<file path="config.mk">
export PLATFORM = sky130hd
export DESIGN_NAME = pll_retune_seq
export DESIGN_NICKNAME = d
export VERILOG_FILES = /design/src/rtl/pll_retune_seq.sv
export SDC_FILE = /design/constraint.sdc
export NUM_CORES = 1
export LEC_CHECK = 0
export BUFFER_PORTS_ARGS = -buffer_cell sky130_fd_sc_hd__buf_4
export CAP_MARGIN = 5
export CELL_PAD_IN_SITES_DETAIL_PLACEMENT = 0
export CELL_PAD_IN_SITES_GLOBAL_PLACEMENT = 1
export CORE_ASPECT_RATIO = 1.5
export CORE_MARGIN = 2
export CORE_UTILIZATION = 49
export CTS_CLUSTER_SIZE = 8
export DETAILED_ROUTE_END_ITERATION = 16
export GPL_ROUTABILITY_DRIVEN = 0
export HOLD_SLACK_MARGIN = 0.06
export MAX_ROUTING_LAYER = met4
export PLACE_DENSITY = 0.93
export SETUP_SLACK_MARGIN = 0.1
export SKIP_CTS_REPAIR_TIMING = 1
export SYNTH_ARGS = -nofsm -noshare
export SYNTH_HDL_FRONTEND = slang
export SYNTH_SLANG_ARGS = --single-unit
</file>
<file path="constraint.sdc">
create_clock -name clk -period 18.1 [get_ports clk]
set_clock_uncertainty 0.1 [all_clocks]
set_input_delay 1.81 -clock clk [delete_from_list [all_inputs] [get_ports clk]]
set_output_delay 1.81 -clock clk [all_outputs]
set_load 0.1 [all_outputs]
</file>
<file path="src/rtl/pll_retune_seq.sv">
module pll_retune_seq #(
  parameter int REF_KHZ     = 38400,
  parameter int MIN_VCO_KHZ = 1000000,
  parameter int CYC_PER_US  = 100,
  parameter int LOCK_US     = 300,
  parameter int RAMP_CYC    = 50000
) (
  input  logic       clk,
  input  logic       rst_n,
  input  logic       prog_req,
  input  logic [7:0] tgt_m,
  input  logic [7:0] tgt_n,
  input  logic [5:0] tgt_pl,
  input  logic       shut_req,
  input  logic       init_req,
  input  logic       pll_lock,
  input  logic       ramp_done,
  output logic       busy,
  output logic       done,
  output logic       err,
  output logic       ramp_go,
  output logic [7:0] coef_m,
  output logic [7:0] coef_n,
  output logic [5:0] coef_pl,
  output logic       pll_en,
  output logic       pll_pd,
  output logic       lockdet_off,
  output logic       vco_sel,
  output logic [5:0] vco_div,
  output logic [5:0] byp_div,
  output logic       out_mode,
  output logic       div_wr
);
  localparam int LOCK_CYC = LOCK_US * CYC_PER_US;
  localparam int MAXC     = (LOCK_CYC > RAMP_CYC) ? LOCK_CYC : RAMP_CYC;
  localparam int CW       = $clog2(MAXC + 1);

  typedef enum logic [4:0] {
    S_IDLE, S_START, S_RSTART, S_RAMP, S_HALVE, S_BYP, S_PWR, S_DIS, S_COEF,
    S_EN, S_LDET, S_WLOCK, S_VSEL, S_RST1, S_RST2, S_SBYP, S_SDIS, S_FIN
  } st_t;

  st_t st, ret;
  logic [7:0] m_t, n_t, rtgt;
  logic [5:0] pl_t;
  logic       glide, shut;
  logic [CW-1:0] cnt;

  function automatic logic [7:0] nlo(input logic [7:0] mm);
    logic [39:0] t;
    t = (40'(mm) * 40'(MIN_VCO_KHZ) + 40'(REF_KHZ - 1)) / 40'(REF_KHZ);
    return (t > 40'd255) ? 8'd255 : t[7:0];
  endfunction

  assign busy = (st != S_IDLE);

  always_ff @(posedge clk or negedge rst_n) begin
    if (!rst_n) begin
      st <= S_IDLE; ret <= S_IDLE;
      m_t <= '0; n_t <= '0; pl_t <= '0; rtgt <= '0;
      glide <= 1'b0; shut <= 1'b0; cnt <= '0;
      done <= 1'b0; err <= 1'b0; ramp_go <= 1'b0; div_wr <= 1'b0;
      coef_m <= 8'd1; coef_n <= 8'd64; coef_pl <= '0;
      pll_en <= 1'b0; pll_pd <= 1'b1; lockdet_off <= 1'b1;
      vco_sel <= 1'b0; vco_div <= '0; byp_div <= '0; out_mode <= 1'b0;
    end else begin
      done <= 1'b0; ramp_go <= 1'b0; div_wr <= 1'b0;
      case (st)
        S_IDLE: begin
          if (init_req) begin
            err <= 1'b0;
            out_mode <= 1'b1; vco_div <= '0; byp_div <= 6'h3C; div_wr <= 1'b1;
            st <= S_FIN;
          end else if (shut_req) begin
            err <= 1'b0; shut <= 1'b1;
            if (pll_en) begin
              rtgt <= nlo(coef_m); ret <= S_SBYP; st <= S_RSTART;
            end else st <= S_SBYP;
          end else if (prog_req) begin
            err <= 1'b0; shut <= 1'b0; glide <= 1'b1;
            m_t <= tgt_m; n_t <= tgt_n; pl_t <= tgt_pl;
            st <= S_START;
          end
        end
        S_START: begin
          if (glide && pll_en && m_t == coef_m && pl_t == coef_pl) begin
            rtgt <= n_t; ret <= S_FIN; st <= S_RSTART;
          end else if (glide && pll_en) begin
            rtgt <= nlo(coef_m); ret <= S_HALVE; st <= S_RSTART;
          end else st <= S_HALVE;
        end
        S_RSTART: begin
          if (rtgt == coef_n) st <= ret;
          else begin
            coef_n <= rtgt; ramp_go <= 1'b1; cnt <= '0; st <= S_RAMP;
          end
        end
        S_RAMP: begin
          if (ramp_done) st <= ret;
          else if (cnt == CW'(RAMP_CYC - 1)) begin
            if (shut) st <= ret;
            else if (glide) begin glide <= 1'b0; st <= S_START; end
            else begin err <= 1'b1; st <= S_FIN; end
          end else cnt <= cnt + 1'b1;
        end
        S_HALVE: begin vco_div <= 6'd2; div_wr <= 1'b1; st <= S_BYP; end
        S_BYP:   begin vco_sel <= 1'b0; st <= S_PWR; end
        S_PWR:   begin pll_pd <= 1'b0; st <= S_DIS; end
        S_DIS:   begin pll_en <= 1'b0; st <= S_COEF; end
        S_COEF: begin
          coef_m <= m_t; coef_pl <= pl_t;
          coef_n <= glide ? nlo(m_t) : n_t;
          st <= S_EN;
        end
        S_EN:   begin pll_en <= 1'b1; st <= S_LDET; end
        S_LDET: begin lockdet_off <= 1'b0; cnt <= '0; st <= S_WLOCK; end
        S_WLOCK: begin
          if (pll_lock) st <= S_VSEL;
          else if (cnt == CW'(LOCK_CYC - 1)) begin
            if (glide) begin glide <= 1'b0; st <= S_START; end
            else begin err <= 1'b1; st <= S_FIN; end
          end else cnt <= cnt + 1'b1;
        end
        S_VSEL: begin
          vco_sel <= 1'b1;
          if (vco_div != '0) st <= S_RST1;
          else if (glide) begin rtgt <= n_t; ret <= S_FIN; st <= S_RSTART; end
          else st <= S_FIN;
        end
        S_RST1: begin vco_div <= '0; div_wr <= 1'b1; st <= S_RST2; end
        S_RST2: begin
          vco_div <= '0; div_wr <= 1'b1;
          if (glide) begin rtgt <= n_t; ret <= S_FIN; st <= S_RSTART; end
          else st <= S_FIN;
        end
        S_SBYP: begin vco_sel <= 1'b0; st <= S_SDIS; end
        S_SDIS: begin pll_en <= 1'b0; st <= S_FIN; end
        S_FIN:  begin done <= 1'b1; st <= S_IDLE; end
        default: st <= S_IDLE;
      endcase
    end
  end

  assert_vco_needs_en_R7: assert property (@(posedge clk) disable iff (!rst_n)
    vco_sel |-> pll_en);
  assert_coef_while_off_R4: assert property (@(posedge clk) disable iff (!rst_n)
    (!$stable(coef_m) || !$stable(coef_pl)) |-> !pll_en);
  assert_ramp_moves_n_R12: assert property (@(posedge clk) disable iff (!rst_n)
    ramp_go |-> !$stable(coef_n));
  assert_err_then_done_R11: assert property (@(posedge clk) disable iff (!rst_n)
    $rose(err) |=> done);
  assert_bypass_when_off_R4: assert property (@(posedge clk) disable iff (!rst_n)
    $fell(pll_en) |-> !vco_sel);
  assert_done_idle_R11: assert property (@(posedge clk) disable iff (!rst_n)
    done |-> !busy);
endmodule

</file>
=== Yosys cells after proc, flatten, opt, wreduce, memory -nomap -nowiden ===
Index checks and enable logic that the tools add are counted.

* Register bits: 96
* Input port bits: 29

* $add $sub $neg: 3
* Multiply operators: 2
* Div/mod/pow operators: 2
* $lt $le $gt $ge: 2
* Equal/unequal tests: 41
* Mux-type cells: 72
* Bitwise operators: 2
* Reduce and logical (&&, ||, !) cells: 28

{| class="wikitable"
|+ Operators with widths
! kind !! number
|-
| 2-to-1 mux 5 bit || 19
|-
| 2-to-1 mux 8 bit || 11
|-
| case mux 5 bit (17 select lines) || 1
|-
| divider 40 x 16 -> 40 bit, second input constant || 2
|-
| > comparator 40 x 8 -> 1 bit, second input constant || 2
|-
| 2-to-1 mux 16 bit || 5
|-
| case mux 16 bit (4 select lines) || 1
|-
| adder 28 x 16 -> 29 bit, second input constant || 2
|-
| multiplier 8 x 14 -> 22 bit, second input constant || 2
|-
| == test 5 x 4 -> 1 bit, second input constant || 8
|-
| case mux 8 bit (4 select lines) || 1
|-
| != test 2 bit, second input constant || 15
|-
| 2-to-1 mux 1 bit || 22
|-
| == test 5 x 3 -> 1 bit, second input constant || 4
|-
| case mux 5 bit (4 select lines) || 1
|-
| case mux 6 bit (3 select lines) || 1
|-
| adder 16 x 1 -> 16 bit, second input constant || 1
|-
| == test 16 x 15 -> 1 bit, second input constant || 1
|-
| == test 16 bit, second input constant || 1
|-
| == test 8 bit || 2
|-
| case mux 8 bit (2 select lines) || 1
|-
| AND reduction 6 bit || 2
|-
| == test 5 x 2 -> 1 bit, second input constant || 2
|-
| == test 5 bit, second input constant || 2
|-
| other kinds (24) || 43
|}

=== Logic depth before layout (Yosys ltp) ===
Gate-level depths: netlist of the first run.

* Depth in word-level cells: 9
* Gate-level depth with buffers: 69

=== Worst setup path before layout of the first run ===
No wires, ideal clock.

* Path kind: flip-flop to flip-flop
* Start: register coef_m[4]
* End: register rtgt[0]
* Library setup time: 127 ps
* Arrival: 16322 ps
* Data required time: 17873 ps
* Setup slack: 1551 ps
* Stages on the path, launching flop included: 62
* Buffers on the path: 6
* Clock period less this slack: 16549 ps
* Path through: dfrtp_1 fa_1 ha_1 fa_1 inv_1 fa_1 inv_1 ha_1 buf_2 a211oi_1 o21ai_0 o311ai_1 mux2i_1 o211a_1 nand4_2 o21ai_2 o221a_2 a21oi_4 [... 26 more ...] buf_4 nand2_1 a31oi_4 nand4_1 or3_1 buf_6 o311ai_1 o211ai_1 o311a_4 o211a_4 or3_1 and2_1 buf_4 and4b_1 a21oi_1 a21bo_1 a41o_1 a31oi_1

* Longest elaborated chain between the ends: 9
* Elaborated cells on any way between the ends: 16
* Classes of those cells: 1 x add/sub; 1 x mul; 1 x div; 1 x order compare; 2 x eq/ne; 7 x mux; 3 x reduce/logical

{| class="wikitable"
|+ RTL lines
! item !! line !! source
|-
| start, declared || 22 || <nowiki>output logic [7:0] coef_m,</nowiki>
|-
| start signal, assigned || 111 || <nowiki>coef_m <= m_t; coef_pl <= pl_t;</nowiki>
|-
| multiplier 8 x 14 -> 22 bit || 51 || <nowiki>t = (40'(mm) * 40'(MIN_VCO_KHZ) + 40'(REF_KHZ - 1)) / 40'(REF_KHZ);</nowiki>
|-
| adder 28 x 16 -> 29 bit || 51 ||
|-
| divider 40 x 16 -> 40 bit || 51 ||
|-
| > comparator 40 x 8 -> 1 bit || 52 || <nowiki>return (t > 40'd255) ? 8'd255 : t[7:0];</nowiki>
|-
| 2-to-1 mux 8 bit || 52 ||
|-
| 2-to-1 mux 8 bit || 76 || <nowiki>if (pll_en) begin</nowiki>
|-
| 2-to-1 mux 8 bit || 74 || <nowiki>end else if (shut_req) begin</nowiki>
|-
| 2-to-1 mux 8 bit || 70 || <nowiki>if (init_req) begin</nowiki>
|-
| case mux 8 bit (4 select lines) || 68 || <nowiki>case (st)</nowiki>
|-
| end signal, assigned || 77 || <nowiki>rtgt <= nlo(coef_m); ret <= S_SBYP; st <= S_RSTART;</nowiki>
|-
| end signal, assigned || 87 || <nowiki>rtgt <= n_t; ret <= S_FIN; st <= S_RSTART;</nowiki>
|-
| end signal, assigned || 89 || <nowiki>rtgt <= nlo(coef_m); ret <= S_HALVE; st <= S_RSTART;</nowiki>
|-
| end, declared || 44 || <nowiki>logic [7:0] m_t, n_t, rtgt;</nowiki>
|}

Parallel ways exist; a longest one is shown, timed or not. The select of a mux whose other input is x is not followed.
A chain may end at the register's enable or synchronous reset.

=== Worst setup path in the final report of the first run ===
* Start: register m_t[5]
* End: register coef_n[0]

* Longest elaborated chain between the ends: 7

{| class="wikitable"
|+ RTL lines
! item !! line !! source
|-
| start, declared || 44 ||
|-
| start signal, assigned || 81 || <nowiki>m_t <= tgt_m; n_t <= tgt_n; pl_t <= tgt_pl;</nowiki>
|-
| multiplier 8 x 14 -> 22 bit * || 51 ||
|-
| adder 28 x 16 -> 29 bit * || 51 ||
|-
| divider 40 x 16 -> 40 bit * || 51 ||
|-
| > comparator 40 x 8 -> 1 bit || 52 ||
|-
| 2-to-1 mux 8 bit * || 52 ||
|-
| 2-to-1 mux 8 bit * || 112 || <nowiki>coef_n <= glide ? nlo(m_t) : n_t;</nowiki>
|-
| case mux 8 bit (2 select lines) * || 68 ||
|-
| end signal, assigned || 112 ||
|-
| end, declared || 23 || <nowiki>output logic [7:0] coef_n,</nowiki>
|}

Mark *: on every way between the ends. The rest lies on a longest branch, timed or not.

==> qor.yml, run 1 <==
status: "finished clean"
grt_pass1_wl_um: 119000
slew_headroom_pct: 21.0
fillers: 4374
overflow: 0
finalMaxSlewViolations: 0
drc: 0
multi_input_area_um2: 20100
cts_buffer_depth: 2
yosys_register_bits: 89
ioPinCount: 73
cpMostUsedCell: "fa_1"
antenna_found_initial: 2
cts_sinks: 89
drive_above_1_share_pct: 18.0
critical-path-slowest-cell: "dfrtp_1"
setup_violations: 0
start_kind: "flop"
die_y_um: 271
rsz0062_at_grt: "false"
htreeDepth: 3
worstMarginPinSlew_ps: 1180
hold_viol: 0
ys_seq_area_share_pct: 9.62
die_area_um2: 49100
grt_pass1_vias: 24200
critPathArrivalTime_ps: 17470
dp_cells: 3673
place_area_um2: 24400
regArea_um2: 2240
clk_latency_ps: 370
max_cap_viol_count: 0
core_um2: 46700
synth-edff-count: 0
initialDrtViolationCount: 2058
fin_util_pct: 54.1
hold_path.class: "reg2reg"
cp.required_ps: 18250
critPathKind: "reg2reg"
synth.distinct_cells: 173
syn_inst: 3032
clkSlewWorstSetupHoldPaths_ps: 70
cts_made_buffers: 9
slowest_delay_ps: 670
avgViaCountPerCell: 6.73
rr_worst_depth: 54
num_rows: 97
wirelength_um: 74100
portBuffers: 65
dp_hpwl_um: 59400
cp_max_fo: 12
grt_start_max_net_pins: 66
root_buffer: "clkbuf_16"
vias: 25000
synthArstFlopShare_pct: 100
hold_depth: 2
netlist.top_cell.by_area: "dfrtp_1"
post_drt_wl_per_cell_um: 20.0
initial_core_util_pct: 49.7
synth_area_per_cell_um2: 7.65
crit_family: "compound AO/OA/AOI/OAI gates"
final-instance-count-excl-fill: 3709
die_x_um: 182
cts_tree: "done"
crit_path_end_kind: "flop"
grt_use_total_pct: 29.7
synth_ff_type: "dfrtp_1"
nets: 3288
synth_area_um2: 23200
crit_buf_inv: 4
dr.pass1.iters: 8
synth_top_cell_area_share_pct: 9.17
yosys-top-cells-area: "dfrtp_1 9.2%, xnor2_1 7.2%, ha_1 6.3%"
ys_warn_count: 0
whs_ps: 388
area_growth_pct: 8.87
cp.depth: 54
fin_area_um2: 25300
ant_nets: 0
fin_crit_sh_pct: 95.7
clock.fmax_ghz: 0.0577
finalCriticalPeriod_ps: 17320
## metrics by stage
stage / setup TNS, ps / setup WS [ps]
4_1_cts: -111 / -111
6_report: 0 / 783
5_1_grt: 0 / 22.9
3_3_place_gp: 0 / 626
3_5_place_dp: -30.3 / -30.3
2_1_floorplan: 0 / 1550
## registers in the layout (all words and copies together), names as in the netlist, 4 cells and up
signal / flops
cnt: 16
coef_m: 8
coef_n: 8
coef_pl: 6
m_t: 8
n_t: 8
pl_t: 6
ret: 4
rtgt: 8
st: 5
## cell usage in the layout, fill, tap and decap left out, types with 27 or more instances in the layout
master	count
o211ai_1	63
mux2_2	48
fa_1	34
dfrtp_1	82
nand4_1	49
a21o_1	35
and2_1	43
nor3_1	91
nand2_1	261
a211oi_1	51
nor4_1	33
or3_1	28
o21a_1	27
buf_4	185
o22ai_1	32
a31oi_1	46
inv_1	122
o21ai_0	172
xor2_1	73
xnor2_1	186
nand3_1	102
mux2i_1	39
a21oi_1	169
nor2_1	243
and3_1	32
ha_1	117
## metal layers
metal	global-route usage, %	wire, um	part of all wire (%)
met4	16.8	4370	5.9
met2	55.2	38900	53
met3	2.21	3390	4.6
met5	-	0	0
met1	30.7	27400	37
## tightest hold or removal path, delay by kind of cell, from the launching register on
family,cells,cell delay [ps]
flip-flops,1,350
AND/OR/NAND/NOR,2,100
## final timing paths
path | startpoint | slack, ps | to
max | m_t[5] | 780 | coef_n[0]
min reg2reg | ret[2] | 390 | ret[2]
max reg2reg | m_t[5] | 780 | coef_n[0]
min in group asynchronous | rst_n | 1230 | cnt[10]
max in group asynchronous | rst_n | 15410 | coef_m[6]
min | ret[2] | 390 | ret[2]
## cells in the mapped netlist, drive strengths merged (68+ instances only)
cell type	instances
a21oi	184
o21ai	214
ha	117
nor3	99
dfrtp	85
nand3	106
o211ai	68
xnor2	199
xor2	81
a211oi	68
nand2	267
inv	122
nor2	256
## final cells by class
cell class / instances / share of cell area (%)
clock buffer: 9 / 0.891
antenna: 2 / 0.0198
clock inverter: 7 / 0.312
sequential: 89 / 8.85
tap: 594 / 2.94
multi-input combinational: 2699 / 79.6
timing repair buffer: 186 / 5.58
inverter: 123 / 1.83
## logic make-up after synthesis
| family | Yosys count | synth area share, % |
|---|---|---|
| muxes | 100 | 4.85 |
| AOI/OAI and AO/OA | 1053 | 34.2 |
| DFF | 89 | 9.62 |
| adders and majority gates | 153 | 9.33 |
| buffers and inverters | 250 | 5.76 |
| other | 1 | 0.0162 |
| xor gates and xnor gates | 280 | 11.2 |
| and+or+nand+nor | 1106 | 25.1 |
Power of run 1 is not shown: default switching activity piles up to over one toggle a cycle in this logic, so the estimate is an artifact.
==> inputs of run 2 (changes only) <==
--- a/config.mk
+++ b/config.mk
@@ -12,5 +12,5 @@
 export CORE_ASPECT_RATIO = 1.5
 export CORE_MARGIN = 2
-export CORE_UTILIZATION = 49
+export CORE_UTILIZATION = 45
 export CTS_CLUSTER_SIZE = 8
 export DETAILED_ROUTE_END_ITERATION = 16
@@ -18,7 +18,8 @@
 export HOLD_SLACK_MARGIN = 0.06
 export MAX_ROUTING_LAYER = met4
-export PLACE_DENSITY = 0.93
+export PLACE_DENSITY = 0.9
 export SETUP_SLACK_MARGIN = 0.1
 export SKIP_CTS_REPAIR_TIMING = 1
+export SLEW_MARGIN = 20
 export SYNTH_ARGS = -nofsm -noshare
 export SYNTH_HDL_FRONTEND = slang
==> constraint.sdc (replaced) <==
create_clock -name clk -period 15.9 [get_ports clk]
set_clock_uncertainty 0.1 [all_clocks]
set_input_delay 3.18 -clock clk [delete_from_list [all_inputs] [get_ports clk]]
set_output_delay 3.18 -clock clk [all_outputs]
set_load 0.1 [all_outputs]
==> run 2 against run 1 <==
  * Critical endpoint is now rtgt[0]
  * Register-to-register slack lost 620 ps
  * Sequential cell count is the same
  * Sequential share of layout area shrank 1.3 points
==> qor.yml, run 2 (synthesis gave the netlist of run 1 again) <==
num_rows: 101  # +4.1%
final-instance-count-excl-fill: 4134  # +11%
initial_core_util_pct: 45.7  # -4.0 points
grt_use_total_pct: 29.3  # -0.42 points
max_cap_viol_count: 0  # unchanged
rsz0062_at_grt: "true"
drive_above_1_share_pct: 32.9  # +15 points
largest_reg_flops: 16  # unchanged
cp_max_fo: 8  # -4
clkSlewWorstSetupHoldPaths_ps: 70  # about the same
slew_headroom_pct: 23.6  # +2.6 points
clock.fmax_ghz: 0.0635  # +10%
grt_pass1_wl_um: 127000  # +6.8%
area_growth_pct: 29.2
critPathArrivalTime_ps: 15940  # -1530 ps
cts_buffer_depth: 2  # unchanged
post_drt_wl_per_cell_um: 20.4  # +2.2%
dp_hpwl_um: 63600  # +7.0%
drc: 0  # unchanged
pre_cts_ws_ps: -817  # -786 ps
antennaDiodeCount: 0  # -2
hold_viol: 0  # unchanged
cts_tree: "done"
critical-path-slowest-cell: "fa_1"
overflow: 0  # unchanged
hold_path.class: "reg2reg"
finalMaxSlewViolations: 0  # unchanged
ioPinCount: 73  # unchanged
cts_made_buffers: 9  # unchanged
final_cell_mix: "503 x buf_4, 253 x nand2_1, 237 x nor2_1"
status: "finished clean"
cts_sinks: 89  # unchanged
critPathKind: "reg2reg"
wirelength_um: 84400  # +14%
grt_pass1_vias: 26000  # +7.4%
grt_start_max_net_pins: 54  # -18%
cp.required_ps: 16100  # -2150 ps
initialDrtViolationCount: 1974  # -4.1%
portBuffers: 65  # unchanged
start_kind: "flop"
slowest_delay_ps: 580  # -90 ps
core_um2: 50800  # +8.7%
die_area_um2: 53400  # +8.7%
die_y_um: 282  # +4.3%
nets: 3640  # +11%
timing.final.ws_setup_ps: 159  # -624 ps
finalCriticalPeriod_ps: 15740  # -1580 ps
worstMarginPinSlew_ps: 1140  # -46.0 ps
regMostFlops: "cnt"
die_x_um: 189  # +4.3%
ant_nets: 0  # unchanged
dp_cells: 3990  # +8.6%
dr.pass1.iters: 5  # -3
avgViaCountPerCell: 6.58  # -2.2%
root_buffer: "clkbuf_16"
clk_latency_ps: 380  # about the same
layout_commonest_cell: "buf_4"
fin_crit_sh_pct: 99.0  # +3.3 points
antenna_found_initial: 0  # -2
htreeDepth: 3  # unchanged
setup_violations: 0  # unchanged
crit_path_end_kind: "flop"
vias: 27200  # +9.0%
-- run 2: cell types whose count changed in the layout (fill, tap and decap cells not counted), moves of 18 or more --
cell     previous run  this run
xnor2_1           186       168
buf_6               0        22
buf_4             185       503
o21ai_0           172       149
a21oi_1           169       148
-- run 2: critical path: cells and delay by family (launching register included) --
kind,cells,cell delay [ps]
flip-flops,1,500
XOR/XNOR,2,380
buffers and inverters,7,980
AND/OR/NAND/NOR,14,4160
adder cells (fa/ha/maj),5,1980
AO/OA/AOI/OAI,26,6250
multiplexers,5,1280
-- run 2: routing by layer --
metal	wire, um	up-vias	global-route usage, %
met1	30500	13100	29.6
met3	3770	462	2.30
li1	-	12400	-
met5	0	-	-
met2	44200	1235	54.7
met4	5890	0	17.9
-- run 2: per-stage QoR --
stage / area [um^2] / utilization [%] / hold WS [ps] / TNS [ps]
2_1_floorplan: 23400 / - / 345 / 0
3_3_place_gp: 26500 / 52.1 / 360 / -476
3_5_place_dp: 26500 / 52.1 / 362 / -1610
4_1_cts: 26800 / 52.7 / 380 / -1790
5_1_grt: 30000 / 59.0 / 395 / -1160
6_report: 30000 / 59.0 / 378 / 0
-- run 2: path summary, 6_finish.rpt --
path / start / endpoint / slack [ps] / depth (start not counted)
max in group asynchronous: rst_n / coef_m[3] / 11800 / 2
max reg2reg: coef_m[4] / rtgt[0] / 160 / 59
min: shut / shut / 380 / 2
min reg2reg: shut / shut / 380 / 2
min in group asynchronous: rst_n / ramp_go / 2660 / 1
max: coef_m[4] / rtgt[0] / 160 / 59
-- run 2: final cells by class --
class                      instances  area [um^2]
tap                              669          837
clock inverter                     6         78.8
clock buffer                      10          239
inverter                         123          462
fill                            4380        20800
multi-input combinational       2703        22000
timing repair buffer             534         4160
sequential                        89         2250
Power of run 2 is left out for the same reason.
